==> src/rtl/sar_rd_pkg.sv <==
package sar_rd_pkg;

  typedef enum logic [2:0] {
    ST_IDLE,
    ST_FRAME,
    ST_GAP,
    ST_SLEEP,
    ST_WAKE
  } rd_state_t;

endpackage

==> src/rtl/sar_half_div.sv <==
// Phase tick generator: one tick every half_i system cycles while run_i.
module sar_half_div #(
  parameter int DIV_W = 8
) (
  input  logic             clk,
  input  logic             rst,
  input  logic             run_i,
  input  logic [DIV_W-1:0] half_i,
  output logic             tick_o
);

  logic [DIV_W-1:0] cnt_q;
  logic [DIV_W-1:0] half_m1;

  assign half_m1 = (half_i == '0) ? '0 : half_i - 1'b1;
  assign tick_o  = run_i && (cnt_q == half_m1);

  always_ff @(posedge clk) begin
    if (rst || !run_i) begin
      cnt_q <= '0;
    end else if (tick_o) begin
      cnt_q <= '0;
    end else begin
      cnt_q <= cnt_q + 1'b1;
    end
  end

  // the phase counter never runs past the programmed phase length
  a_r3_phase_in_range: assert property (@(posedge clk) disable iff (rst)
    run_i |-> (cnt_q <= half_m1));

endmodule

==> src/rtl/sar_gap_timer.sv <==
// Down counter for the quiet gap and the wake delay.
module sar_gap_timer #(
  parameter int GAP_W = 12
) (
  input  logic             clk,
  input  logic             rst,
  input  logic             load_i,
  input  logic [GAP_W-1:0] val_i,
  input  logic             en_i,
  output logic             expired_o
);

  logic [GAP_W-1:0] cnt_q;

  assign expired_o = (cnt_q == '0);

  always_ff @(posedge clk) begin
    if (rst) begin
      cnt_q <= '0;
    end else if (load_i) begin
      cnt_q <= val_i;
    end else if (en_i && !expired_o) begin
      cnt_q <= cnt_q - 1'b1;
    end
  end

  // the count only moves downward unless it is reloaded
  a_r7_timer_down: assert property (@(posedge clk) disable iff (rst)
    !$past(load_i) && $past(cnt_q) == '0 |-> cnt_q == '0);

endmodule

==> src/rtl/sar_frame_shift.sv <==
// Frame capture register: MSB first, leading-bit check.
module sar_frame_shift #(
  parameter int LEAD_W = 4,
  parameter int DATA_W = 12
) (
  input  logic              clk,
  input  logic              rst,
  input  logic              shift_i,
  input  logic              bit_i,
  output logic [DATA_W-1:0] data_o,
  output logic              lead_ok_o
);

  localparam int FRAME_W = LEAD_W + DATA_W;

  logic [FRAME_W-1:0] sr_q;

  always_ff @(posedge clk) begin
    if (rst) begin
      sr_q <= '0;
    end else if (shift_i) begin
      sr_q <= {sr_q[FRAME_W-2:0], bit_i};
    end
  end

  assign data_o    = sr_q[DATA_W-1:0];
  assign lead_ok_o = (sr_q[FRAME_W-1:DATA_W] == '0);

endmodule

==> src/rtl/sar_frame_reader.sv <==
module sar_frame_reader
  import sar_rd_pkg::*;
#(
  parameter int DATA_W = 12,
  parameter int LEAD_W = 4,
  parameter int DIV_W  = 8,
  parameter int GAP_W  = 12
) (
  input  logic                     clk,
  input  logic                     rst,
  input  logic                     start_i,
  input  logic                     pwr_down_i,
  input  logic [DIV_W-1:0]         cfg_half_div,
  input  logic [GAP_W-1:0]         cfg_quiet,
  input  logic [GAP_W-1:0]         cfg_wake,
  input  logic                     sdata_i,
  output logic                     cs_n_o,
  output logic                     sclk_o,
  output logic                     busy_o,
  output logic signed [DATA_W-1:0] result_o,
  output logic                     valid_o,
  output logic                     frame_err_o
);

  localparam int FRAME_LEN = LEAD_W + DATA_W;
  localparam int CNT_W     = $clog2(FRAME_LEN + 1);
  localparam int HI_W      = GAP_W + 2;

  rd_state_t         st_q, st_d;
  logic              cs_q, cs_d;
  logic              sclk_q, sclk_d;
  logic              pend_q, pend_d;
  logic [CNT_W-1:0]  nfall_q, nfall_d;
  logic              tick;
  logic              shift_en;
  logic              fin;
  logic              tmr_load;
  logic [GAP_W-1:0]  tmr_val;
  logic              tmr_exp;
  logic [DATA_W-1:0] cap_data;
  logic              cap_ok;

  sar_half_div #(.DIV_W(DIV_W)) i_div (
    .clk    (clk),
    .rst    (rst),
    .run_i  (st_q == ST_FRAME),
    .half_i (cfg_half_div),
    .tick_o (tick)
  );

  sar_gap_timer #(.GAP_W(GAP_W)) i_gap (
    .clk       (clk),
    .rst       (rst),
    .load_i    (tmr_load),
    .val_i     (tmr_val),
    .en_i      ((st_q == ST_GAP) || (st_q == ST_WAKE)),
    .expired_o (tmr_exp)
  );

  sar_frame_shift #(.LEAD_W(LEAD_W), .DATA_W(DATA_W)) i_shift (
    .clk       (clk),
    .rst       (rst),
    .shift_i   (shift_en),
    .bit_i     (sdata_i),
    .data_o    (cap_data),
    .lead_ok_o (cap_ok)
  );

  always_comb begin
    st_d     = st_q;
    cs_d     = cs_q;
    sclk_d   = sclk_q;
    nfall_d  = nfall_q;
    pend_d   = pend_q | start_i;
    tmr_load = 1'b0;
    tmr_val  = cfg_quiet;
    shift_en = 1'b0;
    fin      = 1'b0;
    case (st_q)
      ST_IDLE: begin
        if (pwr_down_i) begin
          st_d = ST_SLEEP;
        end else if (pend_q) begin
          st_d    = ST_FRAME;
          cs_d    = 1'b0;
          pend_d  = start_i;
          nfall_d = '0;
        end
      end
      ST_FRAME: begin
        if (tick) begin
          if (sclk_q) begin
            sclk_d   = 1'b0;
            shift_en = 1'b1;
            nfall_d  = nfall_q + 1'b1;
          end else if (nfall_q == CNT_W'(FRAME_LEN)) begin
            sclk_d   = 1'b1;
            cs_d     = 1'b1;
            fin      = 1'b1;
            tmr_load = 1'b1;
            st_d     = ST_GAP;
          end else begin
            sclk_d = 1'b1;
          end
        end
      end
      ST_GAP: begin
        if (tmr_exp) st_d = ST_IDLE;
      end
      ST_SLEEP: begin
        if (!pwr_down_i) begin
          tmr_load = 1'b1;
          tmr_val  = cfg_wake;
          st_d     = ST_WAKE;
        end
      end
      ST_WAKE: begin
        if (tmr_exp) st_d = ST_IDLE;
      end
      default: st_d = ST_IDLE;
    endcase
  end

  always_ff @(posedge clk) begin
    if (rst) begin
      st_q        <= ST_IDLE;
      cs_q        <= 1'b1;
      sclk_q      <= 1'b1;
      pend_q      <= 1'b0;
      nfall_q     <= '0;
      valid_o     <= 1'b0;
      result_o    <= '0;
      frame_err_o <= 1'b0;
    end else begin
      st_q    <= st_d;
      cs_q    <= cs_d;
      sclk_q  <= sclk_d;
      pend_q  <= pend_d;
      nfall_q <= nfall_d;
      valid_o <= fin && cap_ok;
      if (fin && cap_ok) result_o <= $signed(cap_data);
      if (fin && !cap_ok) frame_err_o <= 1'b1;
    end
  end

  assign cs_n_o = cs_q;
  assign sclk_o = sclk_q;
  assign busy_o = (st_q == ST_FRAME) || (st_q == ST_GAP) || (st_q == ST_WAKE);

  // Checker state: cycles chip select has been high, saturating.
  logic [HI_W-1:0] hi_cnt_q;
  always_ff @(posedge clk) begin
    if (rst) begin
      hi_cnt_q <= '1;
    end else if (!cs_q) begin
      hi_cnt_q <= '0;
    end else if (hi_cnt_q != '1) begin
      hi_cnt_q <= hi_cnt_q + 1'b1;
    end
  end

  // chip select falls only with the serial clock high
  a_r2_cs_fall_clk_high: assert property (@(posedge clk) disable iff (rst)
    $fell(cs_n_o) |-> sclk_o);

  // serial clock idles high outside a frame
  a_r4_sclk_idle_high: assert property (@(posedge clk) disable iff (rst)
    cs_n_o |-> sclk_o);

  // never more falls than the frame holds
  a_r4_no_overrun: assert property (@(posedge clk) disable iff (rst)
    nfall_q <= CNT_W'(FRAME_LEN));

  // the strobe coincides with the end of a frame
  a_r5_valid_at_end: assert property (@(posedge clk) disable iff (rst)
    valid_o |-> $rose(cs_n_o));

  // the result changes only with the strobe
  a_r5_result_hold: assert property (@(posedge clk) disable iff (rst)
    !valid_o |-> $stable(result_o));

  // the frame error flag is sticky
  a_r6_err_sticky: assert property (@(posedge clk) disable iff (rst)
    $past(frame_err_o) |-> frame_err_o);

  // minimum chip-select high time before the next fall
  a_r7_quiet_gap: assert property (@(posedge clk) disable iff (rst)
    $fell(cs_n_o) |-> (hi_cnt_q > HI_W'(cfg_quiet)));

  // busy covers every cycle chip select is low
  a_r11_busy_in_frame: assert property (@(posedge clk) disable iff (rst)
    !cs_n_o |-> busy_o);

endmodule

==> config.mk <==
export PLATFORM = sky130hd
export DESIGN_NAME = sar_frame_reader
export DESIGN_NICKNAME = d
export VERILOG_FILES = /design/src/rtl/sar_rd_pkg.sv /design/src/rtl/sar_half_div.sv /design/src/rtl/sar_gap_timer.sv /design/src/rtl/sar_frame_shift.sv /design/src/rtl/sar_frame_reader.sv
export SDC_FILE = /design/constraint.sdc
export NUM_CORES = 1
export LEC_CHECK = 0
export BUFFER_PORTS_ARGS = -buffer_cell sky130_fd_sc_hd__clkbuf_2
export CORE_MARGIN = 5
export CORE_UTILIZATION = 60
export CTS_CLUSTER_DIAMETER = 120
export CTS_CLUSTER_SIZE = 8
export DETAILED_ROUTE_END_ITERATION = 16
export HOLD_SLACK_MARGIN = 0.02
export PLACE_DENSITY = 0.83
export RECOVER_POWER = 100
export SLEW_MARGIN = 25
export SYNTH_ARGS = -nofsm -noshare
export SYNTH_HDL_FRONTEND = slang
export SYNTH_HIERARCHICAL = 1
export SYNTH_SLANG_ARGS = --single-unit
==> constraint.sdc <==
create_clock -name clk -period 11.65 [get_ports clk]
set_input_delay 2.33 -clock clk [delete_from_list [all_inputs] [get_ports clk]]
set_output_delay 2.33 -clock clk [all_outputs]
set_load 0.005 [all_outputs]
==> metrics <==
element type at the critical path start primary input; Reg2Reg Capture Point i_gap/cnt_q[3]$_SDFFE_PP0P_; layout cells sized above 1 0.208; area growth from synthesis to layout 8.93%; post-CTS setup buffer count 0; Synth Area in Compound Gates 0.135; Critical Path Source cfg_half_div[0]; antenna violations before repair 0; status complete, but fails checks; Mapped Area 3360 um^2; Slew headroom -0.570; Mapped Cells 366; Synthesized Nets 409; Static Leakage 1.51 nW; TritonCTS Sinks 61; Fin Setup TNS 0 ns; Netlist cell types 66; htree depth 3; Inst Count DP 461; Synth Area in Adders 0.0223; Die Wd 84.9 um; Hold WC Path Type flip-flop to flip-flop; vias in the first global route 2,605; gpl congestion 0.908; clock root buffer master clkbuf_8; Nets 443; Avg Inst Size Synth 9.19 um^2; Final min period 7.23 ns; final clock skew 0.00428 ns; Initial DRT Pass Iterations 5; Ant. Diodes 0; crit path to i_gap/cnt_q[3]$_SDFFE_PP0P_; Crit path arrival time 7.35 ns; Worst-Margin Slew 2.36 ns; Critical Path End Type flip-flop; Hold Slack 0.491 ns; Post-synth EDFFs 0; # hold bufs at CTS 0; PortBufs 53; Worst R2R Setup Slack 6.51 ns; fin crit share 0.620; met2 Track Usage GR 0.325; CTS max path bufs 2; Synth Area in Simple Gates 0.229; DR DRC count 0; Final Util 0.669; Reg clk slew, reported paths 0.06 ns; first-pass GRT wire length 11,600 um; failing checks capacitance limit, slew limit; MaxCap Viol Count 2; Pwr Density 177 nW/um^2; CTS resizes 0; CP Class primary input to flip-flop; Synth Area in XOR/XNOR 0.0417; Seq/Total Area, Yosys 0.363; met3 Use GR 0.0534; number of core rows 27; GRT busiest layer met2; TritonCTS clock tree done; die area 7200 um^2; count of final hold-check violations 0; VDD IR max 0.128 mV; final-report setup violation count 0; post-route ant nets 0; RSZ-0062 raised after global routing no; Critical Path Fanout Max 14; filler-free cell count of the finished design 476; Final Max Tran Viols 70; via count 2,751; initial core utilization 0.614; Total GRT Usage 0.194; Clock Latency Late Sink 0.33 ns; CTS Buf Count 9; reg-to-reg startpoint st_q[0]$_SDFFE_PP0P_; initial drt markers 174; detailed-route wire length 6810 um; Yosys reg bits 61; dpl hpwl 4760 um; core area 5470 um^2; Crit path required time 11.78 ns; Die Ht 84.9 um; asr flop ratio synth 0; main combinational cell family by area after synthesis simple AND/OR/NAND/NOR gates; total grt overflow 0; dominant register cell in the synthesized netlist dfxtp_1; GR Util met1 0.249; vias per inst 5.78; post-DR wirelength/cell 14.3 um; highest clock rate 0.138 GHz; I/O Pins 54; proportion of synthesized area in mux cells 0.136; largest net degree at the start of global routing 57; Synth warnings 6; R2R depth 12
==> area by class of cell <==
| class | count | area, um^2 |
|---|---|---|
| repair buffers | 54 | 260 |
| inverters | 10 | 37.5 |
| clock inverters | 4 | 47.5 |
| well taps | 72 | 90.1 |
| clock buffers | 11 | 151 |
| flip-flops and latches | 61 | 1220 |
| fillers | 490 | 1810 |
| multi-input cells | 264 | 1850 |
==> report_power, final <==
part           leakage [nW]  internal (mW)  switching, mW
Sequential            0.493          0.228         0.0260
Combinational         0.920         0.0895          0.118
Clock                 0.101          0.108         0.0789
==> metrics by stage <==
step                power, mW  cell area, um^2  setup slack, ns
finish                  0.649             3660             4.42
global route            0.692             3660             3.88
detailed placement      0.464             3520             5.32
CTS                     0.654             3710             5.69
floorplan               0.424             3360             6.17
global placement        0.459             3520             5.49
==> how the worst min path moves through the flow <==
| stage | cells after the start | to | from |
|---|---|---|---|
| floorplan | 1 | nfall_q[4]$_SDFFE_PP0P_ | nfall_q[4]$_SDFFE_PP0P_ |
| global placement | 1 | nfall_q[4]$_SDFFE_PP0P_ | nfall_q[4]$_SDFFE_PP0P_ |
| CTS | 1 | nfall_q[4]$_SDFFE_PP0P_ | nfall_q[4]$_SDFFE_PP0P_ |
| finish | 1 | nfall_q[4]$_SDFFE_PP0P_ | nfall_q[4]$_SDFFE_PP0P_ |
| global route | 1 | nfall_q[4]$_SDFFE_PP0P_ | nfall_q[4]$_SDFFE_PP0P_ |
| detailed placement | 1 | nfall_q[4]$_SDFFE_PP0P_ | nfall_q[4]$_SDFFE_PP0P_ |
==> metal layers <==
layer	vias up	part of all wire
met4	0	0.0059
met1	1285	0.45
li1	1384	-
met2	77	0.48
met3	5	0.058
met5	-	0
==> synthesized netlist by cell type (all sizes together) (2+ instances only) <==
cell type	count	area [um^2]
or3	6	37.5
inv	10	37.5
dfxtp	61	1220
nand3	8	40.0
a311oi	6	58.8
a21boi	3	26.3
or3b	3	26.3
a41oi	4	42.6
a221oi	2	17.5
o21ai	5	25.0
o31ai	4	30.0
nor3b	5	37.5
xnor2	10	87.6
mux2i	31	310
o21a	3	22.5
a211oi	3	22.5
nand2	16	60.1
o22ai	2	12.5
o21bai	2	15.0
and2	2	12.5
or4	7	56.3
nor2	57	216
ha	6	75.1
and3	2	12.5
or4b	2	23.8
a21oi	10	50.1
nor4	6	52.6
nand3b	3	22.5
or2	3	18.8
clkbuf	7	26.3
nor3	11	60.1
xor2	6	52.6
o311a	2	20.0
mux2	13	146
buf	24	183
nand2b	4	25.0
o31a	3	26.3
==> kinds of logic (layout without fill, tap and decap cells) <==
family	Yosys count	after routing
xor+xnor	16	16
fa+ha+maj	6	6
buf+inv	41	79
compound gates	57	57
simple gates	141	141
flops	61	61
mux	44	44
==> placed cells by master (no fill, tap or decap), drive strengths merged, types with 7 or more instances in the layout <==
cell type  Yosys  layout
a21oi         10      10
clkbuf         7      64
mux2i         31      31
mux2          13      13
xnor2         10      10
nand2         16      16
dfxtp         61      61
or4            7       7
inv           10      10
nor2          57      57
nand3          8       8
nor3          11      11
==> flip-flops by register name (all words and copies together) (netlist names), 3 cells and up <==
register / cells
i_div/cnt_q: 8
st_q: 3
i_gap/cnt_q: 12
result_o: 12
i_shift/sr_q: 16
nfall_q: 5
==> worst max-delay path: stages <==
cell and delay (ns):
clkbuf_1 0.14, inv_1 0.10, ha_1 0.23, or4b_1 0.56
or2_0 0.32, nor3_1 0.17, o22ai_1 0.09, nor4_1 1.32
and4bb_1 0.44, nand3_1 0.14, o21ai_0 0.11, clkbuf_1 0.47
inv_1 0.37, o311a_1 0.23, a221oi_1 0.25, nor2_1 0.06
Note: power is estimated with default switching activity, not from simulation.
